[config.mk]
export PLATFORM = sky130hd
export DESIGN_NAME = thread_select_ctrl
export DESIGN_NICKNAME = d
export VERILOG_FILES = /design/src/rtl/tsel_pkg.sv /design/src/rtl/tsel_pick.sv /design/src/rtl/tsel_ctrl.sv /design/src/rtl/tsel_path.sv /design/src/rtl/thread_select_ctrl.sv
export SDC_FILE = /design/constraint.sdc
export NUM_CORES = 1
export LEC_CHECK = 0
export BUFFER_PORTS_ARGS = -buffer_cell sky130_fd_sc_hd__buf_2
export CAP_MARGIN = 10
export CORE_UTILIZATION = 55
export DETAILED_ROUTE_END_ITERATION = 8
export PLACE_DENSITY = 0.78
export SLEW_MARGIN = 0
export SYNTH_ARGS = -nofsm -noshare
export SYNTH_HDL_FRONTEND = slang
export SYNTH_SLANG_ARGS = --single-unit
[constraint.sdc]
create_clock -name clk -period 4.9 [get_ports clk]
set_input_delay 0.245 -clock clk [delete_from_list [all_inputs] [get_ports clk]]
set_output_delay 0.245 -clock clk [all_outputs]
set_load 0.01 [all_outputs]
[src/rtl/tsel_pkg.sv]
package tsel_pkg;

  // Widest thread ID the strobe bundle can carry (up to 64 threads)
  localparam int TSEL_TID_MAX_W = 6;

  typedef enum logic {
    ST_RUN   = 1'b0,
    ST_DRAIN = 1'b1
  } coarseState_e;

  // Control-to-datapath strobes
  typedef struct packed {
    logic                      issueValid;
    logic [TSEL_TID_MAX_W-1:0] issueTid;
  } ctrlStrb_t;

endpackage

[src/rtl/tsel_pick.sv]
// Round-robin search: first set bit of eligMask after basePtr, with wrap.
// With startSelf the search starts at basePtr itself.
module tsel_pick #(
  parameter int NUM_THREADS = 4,
  parameter int TID_W       = 2
) (
  input  logic [NUM_THREADS-1:0] eligMask,
  input  logic [TID_W-1:0]       basePtr,
  input  logic                   startSelf,
  output logic                   found,
  output logic [TID_W-1:0]       pickTid
);

  always_comb begin
    found   = 1'b0;
    pickTid = basePtr;
    // Walk from the farthest offset to the nearest so the nearest wins
    for (int k = NUM_THREADS; k >= 1; k--) begin
      int idx;
      idx = (int'(basePtr) + k - (startSelf ? 1 : 0)) % NUM_THREADS;
      if (eligMask[idx]) begin
        found   = 1'b1;
        pickTid = idx[TID_W-1:0];
      end
    end
  end

endmodule

[src/rtl/tsel_ctrl.sv]
module tsel_ctrl
  import tsel_pkg::*;
#(
  parameter int NUM_THREADS = 4,
  parameter int TID_W       = 2
) (
  input  logic                   clk,
  input  logic                   rstN,
  input  logic                   coarseMode,
  input  logic [NUM_THREADS-1:0] threadReady,
  input  logic                   missValid,
  input  logic [TID_W-1:0]       missTid,
  input  logic                   pipeDrained,
  output ctrlStrb_t              strb,
  output logic                   flush,
  output logic                   freeze
);

  coarseState_e          state;
  logic [TID_W-1:0]      curTid;      // last issued / owning thread
  logic                  started;
  logic                  selValid;
  logic [TID_W-1:0]      selTid;
  logic                  flushR;
  logic                  drainedSeen;
  logic [NUM_THREADS-1:0] missPend;
  logic [NUM_THREADS-1:0] readyPrev;

  logic [NUM_THREADS-1:0] eligMask;
  logic                   startSelf;
  logic                   pickFound;
  logic [TID_W-1:0]       pickTid;
  logic                   missCur;

  assign eligMask  = threadReady & ~missPend;
  assign startSelf = !started && !coarseMode;
  assign missCur   = missValid && (missTid == curTid);

  tsel_pick #(
    .NUM_THREADS (NUM_THREADS),
    .TID_W       (TID_W)
  ) i_pick (
    .eligMask  (eligMask),
    .basePtr   (curTid),
    .startSelf (startSelf),
    .found     (pickFound),
    .pickTid   (pickTid)
  );

  // Pending-miss tracking: set by a miss, cleared on the ready rise
  always_ff @(posedge clk) begin
    if (!rstN) begin
      missPend  <= '0;
      readyPrev <= '0;
    end else begin
      readyPrev <= threadReady;
      for (int t = 0; t < NUM_THREADS; t++) begin
        if (missValid && (missTid == t[TID_W-1:0]))
          missPend[t] <= 1'b1;
        else if (threadReady[t] && !readyPrev[t])
          missPend[t] <= 1'b0;
      end
    end
  end

  // Selection and switch sequencing
  always_ff @(posedge clk) begin
    if (!rstN) begin
      state       <= ST_RUN;
      curTid      <= '0;
      started     <= 1'b0;
      selValid    <= 1'b0;
      selTid      <= '0;
      flushR      <= 1'b0;
      drainedSeen <= 1'b0;
    end else begin
      flushR   <= 1'b0;
      selValid <= 1'b0;
      if (!coarseMode) begin
        state <= ST_RUN;
        if (pickFound) begin
          selValid <= 1'b1;
          selTid   <= pickTid;
          curTid   <= pickTid;
          started  <= 1'b1;
        end
      end else if (state == ST_RUN) begin
        if (missCur) begin
          state       <= ST_DRAIN;
          flushR      <= 1'b1;
          drainedSeen <= 1'b0;
        end else if (eligMask[curTid]) begin
          selValid <= 1'b1;
          selTid   <= curTid;
          started  <= 1'b1;
        end
      end else begin
        if (pipeDrained) drainedSeen <= 1'b1;
        if ((drainedSeen || pipeDrained) && pickFound) begin
          state    <= ST_RUN;
          selValid <= 1'b1;
          selTid   <= pickTid;
          curTid   <= pickTid;
          started  <= 1'b1;
        end
      end
    end
  end

  assign strb.issueValid = selValid;
  assign strb.issueTid   = TSEL_TID_MAX_W'(selTid);
  assign flush           = flushR;
  assign freeze          = (state == ST_DRAIN);

  // An issued thread was ready at the edge that chose it
  p_issue_ready_r3: assert property (@(posedge clk) disable iff (!rstN)
    selValid |-> readyPrev[selTid]);

  // Switch-on-miss: back-to-back issues keep the same thread
  p_coarse_hold_r5: assert property (@(posedge clk) disable iff (!rstN)
    (selValid && $past(selValid) && coarseMode && $past(coarseMode))
      |-> (selTid == $past(selTid)));

  // A miss on the owner leads to a frozen bubble with a flush
  p_miss_bubble_r6: assert property (@(posedge clk) disable iff (!rstN)
    (coarseMode && state == ST_RUN && missCur) |=> (freeze && flush && !selValid));

  // The flush lasts one cycle
  p_flush_pulse_r6: assert property (@(posedge clk) disable iff (!rstN)
    flush |=> !flush);

endmodule

[src/rtl/tsel_path.sv]
module tsel_path
  import tsel_pkg::*;
#(
  parameter int NUM_THREADS = 4,
  parameter int PC_W        = 32,
  parameter int INSTR_BYTES = 4
) (
  input  logic                        clk,
  input  logic                        rstN,
  input  ctrlStrb_t                   strb,
  input  logic [NUM_THREADS*PC_W-1:0] resetVec,
  output logic [PC_W-1:0]             pcOut,
  output logic [NUM_THREADS-1:0]      ctxSel
);

  logic [PC_W-1:0] pcReg [NUM_THREADS];

  for (genvar t = 0; t < NUM_THREADS; t++) begin : g_pc
    always_ff @(posedge clk) begin
      if (!rstN)
        pcReg[t] <= resetVec[t*PC_W +: PC_W];
      else if (strb.issueValid && (strb.issueTid == TSEL_TID_MAX_W'(t)))
        pcReg[t] <= pcReg[t] + PC_W'(INSTR_BYTES);
    end
  end

  assign pcOut = pcReg[strb.issueTid];

  always_comb begin
    ctxSel = '0;
    if (strb.issueValid) ctxSel[strb.issueTid] = 1'b1;
  end

  // Context select is one-hot exactly on issue
  p_ctx_onehot_r2: assert property (@(posedge clk) disable iff (!rstN)
    strb.issueValid ? ($countones(ctxSel) == 1) : (ctxSel == '0));

  // Consecutive issues of one thread step its counter
  p_pc_step_r2: assert property (@(posedge clk) disable iff (!rstN)
    (strb.issueValid && $past(strb.issueValid) && strb.issueTid == $past(strb.issueTid))
      |-> (pcOut == $past(pcOut) + PC_W'(INSTR_BYTES)));

endmodule

[src/rtl/thread_select_ctrl.sv]
module thread_select_ctrl
  import tsel_pkg::*;
#(
  parameter int NUM_THREADS = 4,
  parameter int PC_W        = 32,
  parameter int INSTR_BYTES = 4,
  localparam int TID_W      = (NUM_THREADS > 1) ? $clog2(NUM_THREADS) : 1
) (
  input  logic                        clk,
  input  logic                        rstN,
  input  logic                        coarseMode,
  input  logic [NUM_THREADS-1:0]      threadReady,
  input  logic                        missValid,
  input  logic [TID_W-1:0]            missTid,
  input  logic                        pipeDrained,
  input  logic [NUM_THREADS*PC_W-1:0] resetVec,
  output logic                        selValid,
  output logic [TID_W-1:0]            selTid,
  output logic [PC_W-1:0]             pcOut,
  output logic [NUM_THREADS-1:0]      ctxSel,
  output logic                        flush,
  output logic                        freeze
);

  ctrlStrb_t strb;

  tsel_ctrl #(
    .NUM_THREADS (NUM_THREADS),
    .TID_W       (TID_W)
  ) i_ctrl (
    .clk         (clk),
    .rstN        (rstN),
    .coarseMode  (coarseMode),
    .threadReady (threadReady),
    .missValid   (missValid),
    .missTid     (missTid),
    .pipeDrained (pipeDrained),
    .strb        (strb),
    .flush       (flush),
    .freeze      (freeze)
  );

  tsel_path #(
    .NUM_THREADS (NUM_THREADS),
    .PC_W        (PC_W),
    .INSTR_BYTES (INSTR_BYTES)
  ) i_path (
    .clk      (clk),
    .rstN     (rstN),
    .strb     (strb),
    .resetVec (resetVec),
    .pcOut    (pcOut),
    .ctxSel   (ctxSel)
  );

  assign selValid = strb.issueValid;
  assign selTid   = strb.issueTid[TID_W-1:0];

endmodule

==> key figures <==
Outcome
  • Outcome: completed

Synthesis
  • Cells after Synth: approximately 890
  • Syn Area/Cell: just over 10 um2
  • Ys flop type: edfxtp_1
  • Warnings, synthesis: 0
  • EDFF count, synth: 128
  • Netlist cell types: 63
  • Sequential element share of the synthesized area: 0.4578
  • Syn Std Cell Area: just over 0.009 mm2
  • #FFs+latches synth: 147
  • Synth Net Count: 1036
  • Post-synthesis async set-or-reset flop share: 0

Finish
  • Highest-count cells in the layout ignoring fill and taps: 179 x buf_2, 146 x nand2_1, 128 x edfxtp_1, 88 x o21ai_0, 60 x xor2_1
  • Area Growth Syn to Fin: 17.32%
  • Post-Layout Cell Count: 1289
  • Layout cells sized above 1: 0.2516
  • Antenna fix cells: 0
  • Multi-input logic area: 0.004761 mm2
  • Layout Nets: 1205
  • Commonest non-fill, non-tap cell in the layout: buf_2
  • Fill cells: between 1000 and 1500
  • Sequential cell area: 0.004225 mm2

Timing
  • RSZ-0062 raised after global routing: no
  • FMAX: 349.0 MHz
  • Final hold slack: 17.85 ps
  • # setup viols final: 0
  • Total Neg Setup Slack: 0 ps
  • Fin. max-slew vios: 0
  • Minimum clock period: about 2900 ps
  • Number of hold violations in the final report: 0
  • Clk_skew: a little over 7 ps
  • Slew margin rel.: 0.3021
  • Crit share post-route: 0.5848
  • Worst-Margin Slew: 1047 ps

GRT
  • GRT overflow: 0
  • Largest net degree at the start of global routing: 60
  • Global-route wire length before repair: 38900 um
  • Antenna violations before repair: 0
  • Total track usage: 0.2926
  • Vias in the first global route: 7207

Worst hold path
  • Worst min path class: in -> reg

Die
  • Die H: 131.5 um
  • Row Count: 46
  • Initial Util: 0.5725
  • Die area: 0.01730 mm2
  • Boundary Pins: 180
  • Chip width: 131.5 um
  • Core ar.: 0.01612 mm2

Clock tree
  • Clock latency on the worst-skew pair: 420 ps
  • TritonCTS clock tree: yes
  • Clock transition at path regs: 60 ps
  • CTS Buf Count: 17
  • # H-tree levels: 4
  • Clock Tree Root: clkbuf_16
  • Num Clock Sinks: 147
  • Max clock buf depth: 2
  • PostCTS Resize Cnt: 0

Placement
  • Post-DP HPWL: 18360 um
  • Placed Cells: roughly 1300
  • Number of port buffers: 179
  • Placer Congestion: between 0.9 and 1

Worst setup path
  • Worst R2R End: i_ctrl.curTid[0]
  • Crit. End Element: flip-flop
  • Critical Path Sink: i_ctrl.curTid[0]
  • Setup CP Type: reg -> reg
  • Required time worst endpoint: just over 5000 ps
  • CP startpoint: i_ctrl.started
  • Origin of the critical flop-to-flop path: i_ctrl.started
  • Flop-to-flop setup slack: 2030 ps
  • Reg2reg path depth: 8
  • Worst Path Arrival: between 3000 and 4000 ps
  • Maximum fanout along the worst path: 14
  • CP startpoint kind: flip-flop

Drt
  • DRT iter0 DRCs: 833
  • Via count of the routed design: ~7800
  • Met3 wire length: roughly 2200 um
  • Met2 wire length: between 10000 and 15000 um
  • # DRC: 0
  • Met1 Routed Length: 11210 um
  • TritonRoute pass-1 iters: 5
  • Top sig layer: met4
  • DR vias/cell: 6.017
  • DRT antenna net count: 0
  • Wire length per cell: 19.28 um
  • Post-Route WL: about 25000 um

Power
  • Static Leak: 4.098 nW
  • Pwr Total: 4.393 mW
  • Worst VDD drop: 0.0003384 V
  • PD cells: around 410 mW/mm2

Run
  • Max-Cap Viols: 0
## per-stage QoR
step	utilization	setup slack, ps	cell area, um2
after global routing	0.6717	1835	10820
after global placement	0.6379	2007	10280
after detailed placement	0.6379	2006	10280
final	0.6717	2034	10820
after floorplan	-	1785	9226
after CTS	0.6710	2053	10810
## cell type report
type | count | area share
clock buffers | 21 | 0.04069
flip-flops and latches | 147 | 0.3904
repair buffers | 192 | 0.09317
well taps | 216 | 0.02497
multi-input cells | 683 | 0.4398
clock inverters | 10 | 0.004046
inverters | 20 | 0.006936
## cell usage after synthesis (27+ instances only)
cell       number  area share
nand2_1       147       0.060
edfxtp_1      128        0.42
o21ai_0        89       0.048
xor2_1         60       0.057
xnor2_1        56       0.053
nand3_1        52       0.028
nor2_1         35       0.014
mux4_2         32       0.078
clkbuf_1       31       0.013
nand4_1        27       0.018
o2bb2ai_1      27       0.026
## worst max-delay path, cell delays in order, from the launching register on
cell and delay, ps:
dfxtp_1 340, or2_2 340, ha_1 470, or3b_2 560, nand4_1 180, a31oi_1 110
nor3_1 470, nand2b_1 170, a31oi_1 70
## flip-flops by register name (all words and copies together), names as in the netlist, named ones only
name                cells
i_ctrl.drainedSeen      1
i_ctrl.curTid           2
i_ctrl.readyPrev        4
i_path.pcReg          128
i_ctrl.selValid         1
i_ctrl.selTid           2
i_ctrl.started          1
i_ctrl.freeze           1
i_ctrl.flush            1
i_ctrl.missPend         4
## worst min-delay path by stage
stage | endpoint | slack (ps) | cells past startpoint | from
3_5_place_dp | i_path.pcReg[3][0] | 420 | 1 | resetVec[96]
2_1_floorplan | i_path.pcReg[0][0] | 340 | 0 | resetVec[0]
6_report | i_path.pcReg[3][1] | 20 | 1 | resetVec[97]
5_1_grt | i_path.pcReg[3][1] | 5 | 1 | resetVec[97]
3_3_place_gp | i_path.pcReg[2][1] | 430 | 1 | resetVec[65]
4_1_cts | i_path.pcReg[1][1] | 1 | 1 | resetVec[33]
## logic make-up after synthesis
group                    after synthesis  share of synthesized area
adder cells (fa/ha/maj)                5                   0.006781
multiplexers                          37                    0.08571
flip-flops                           147                     0.4578
XOR/XNOR                             116                     0.1101
buffers and inverters                 62                    0.02685
AND/OR/NAND/NOR                      361                     0.2026
AO/OA/AOI/OAI                        164                     0.1101
## per-layer routing
| metal | vias up | GRT usage |
|---|---|---|
| met1 | 3674 | 0.4397 |
| met4 | 0 | 0.08463 |
| met5 | - | 0 |
| li1 | 3640 | - |
| met2 | 410 | 0.4312 |
| met3 | 32 | 0.05131 |
## power breakdown
part / switching (mW) / internal, mW / total (mW)
clock network: 0.489 / 0.628 / 1.12
logic: 0.713 / 0.651 / 1.36
registers: 0.317 / 1.60 / 1.91
total: 1.52 / 2.87 / 4.39
## repair_timing
action | in CTS | in global routing
buffers inserted | 0 | 0
hold buffers | 5 | 1
hold endpoints to repair | 5 | 1
(Power assumes the default switching activity.)
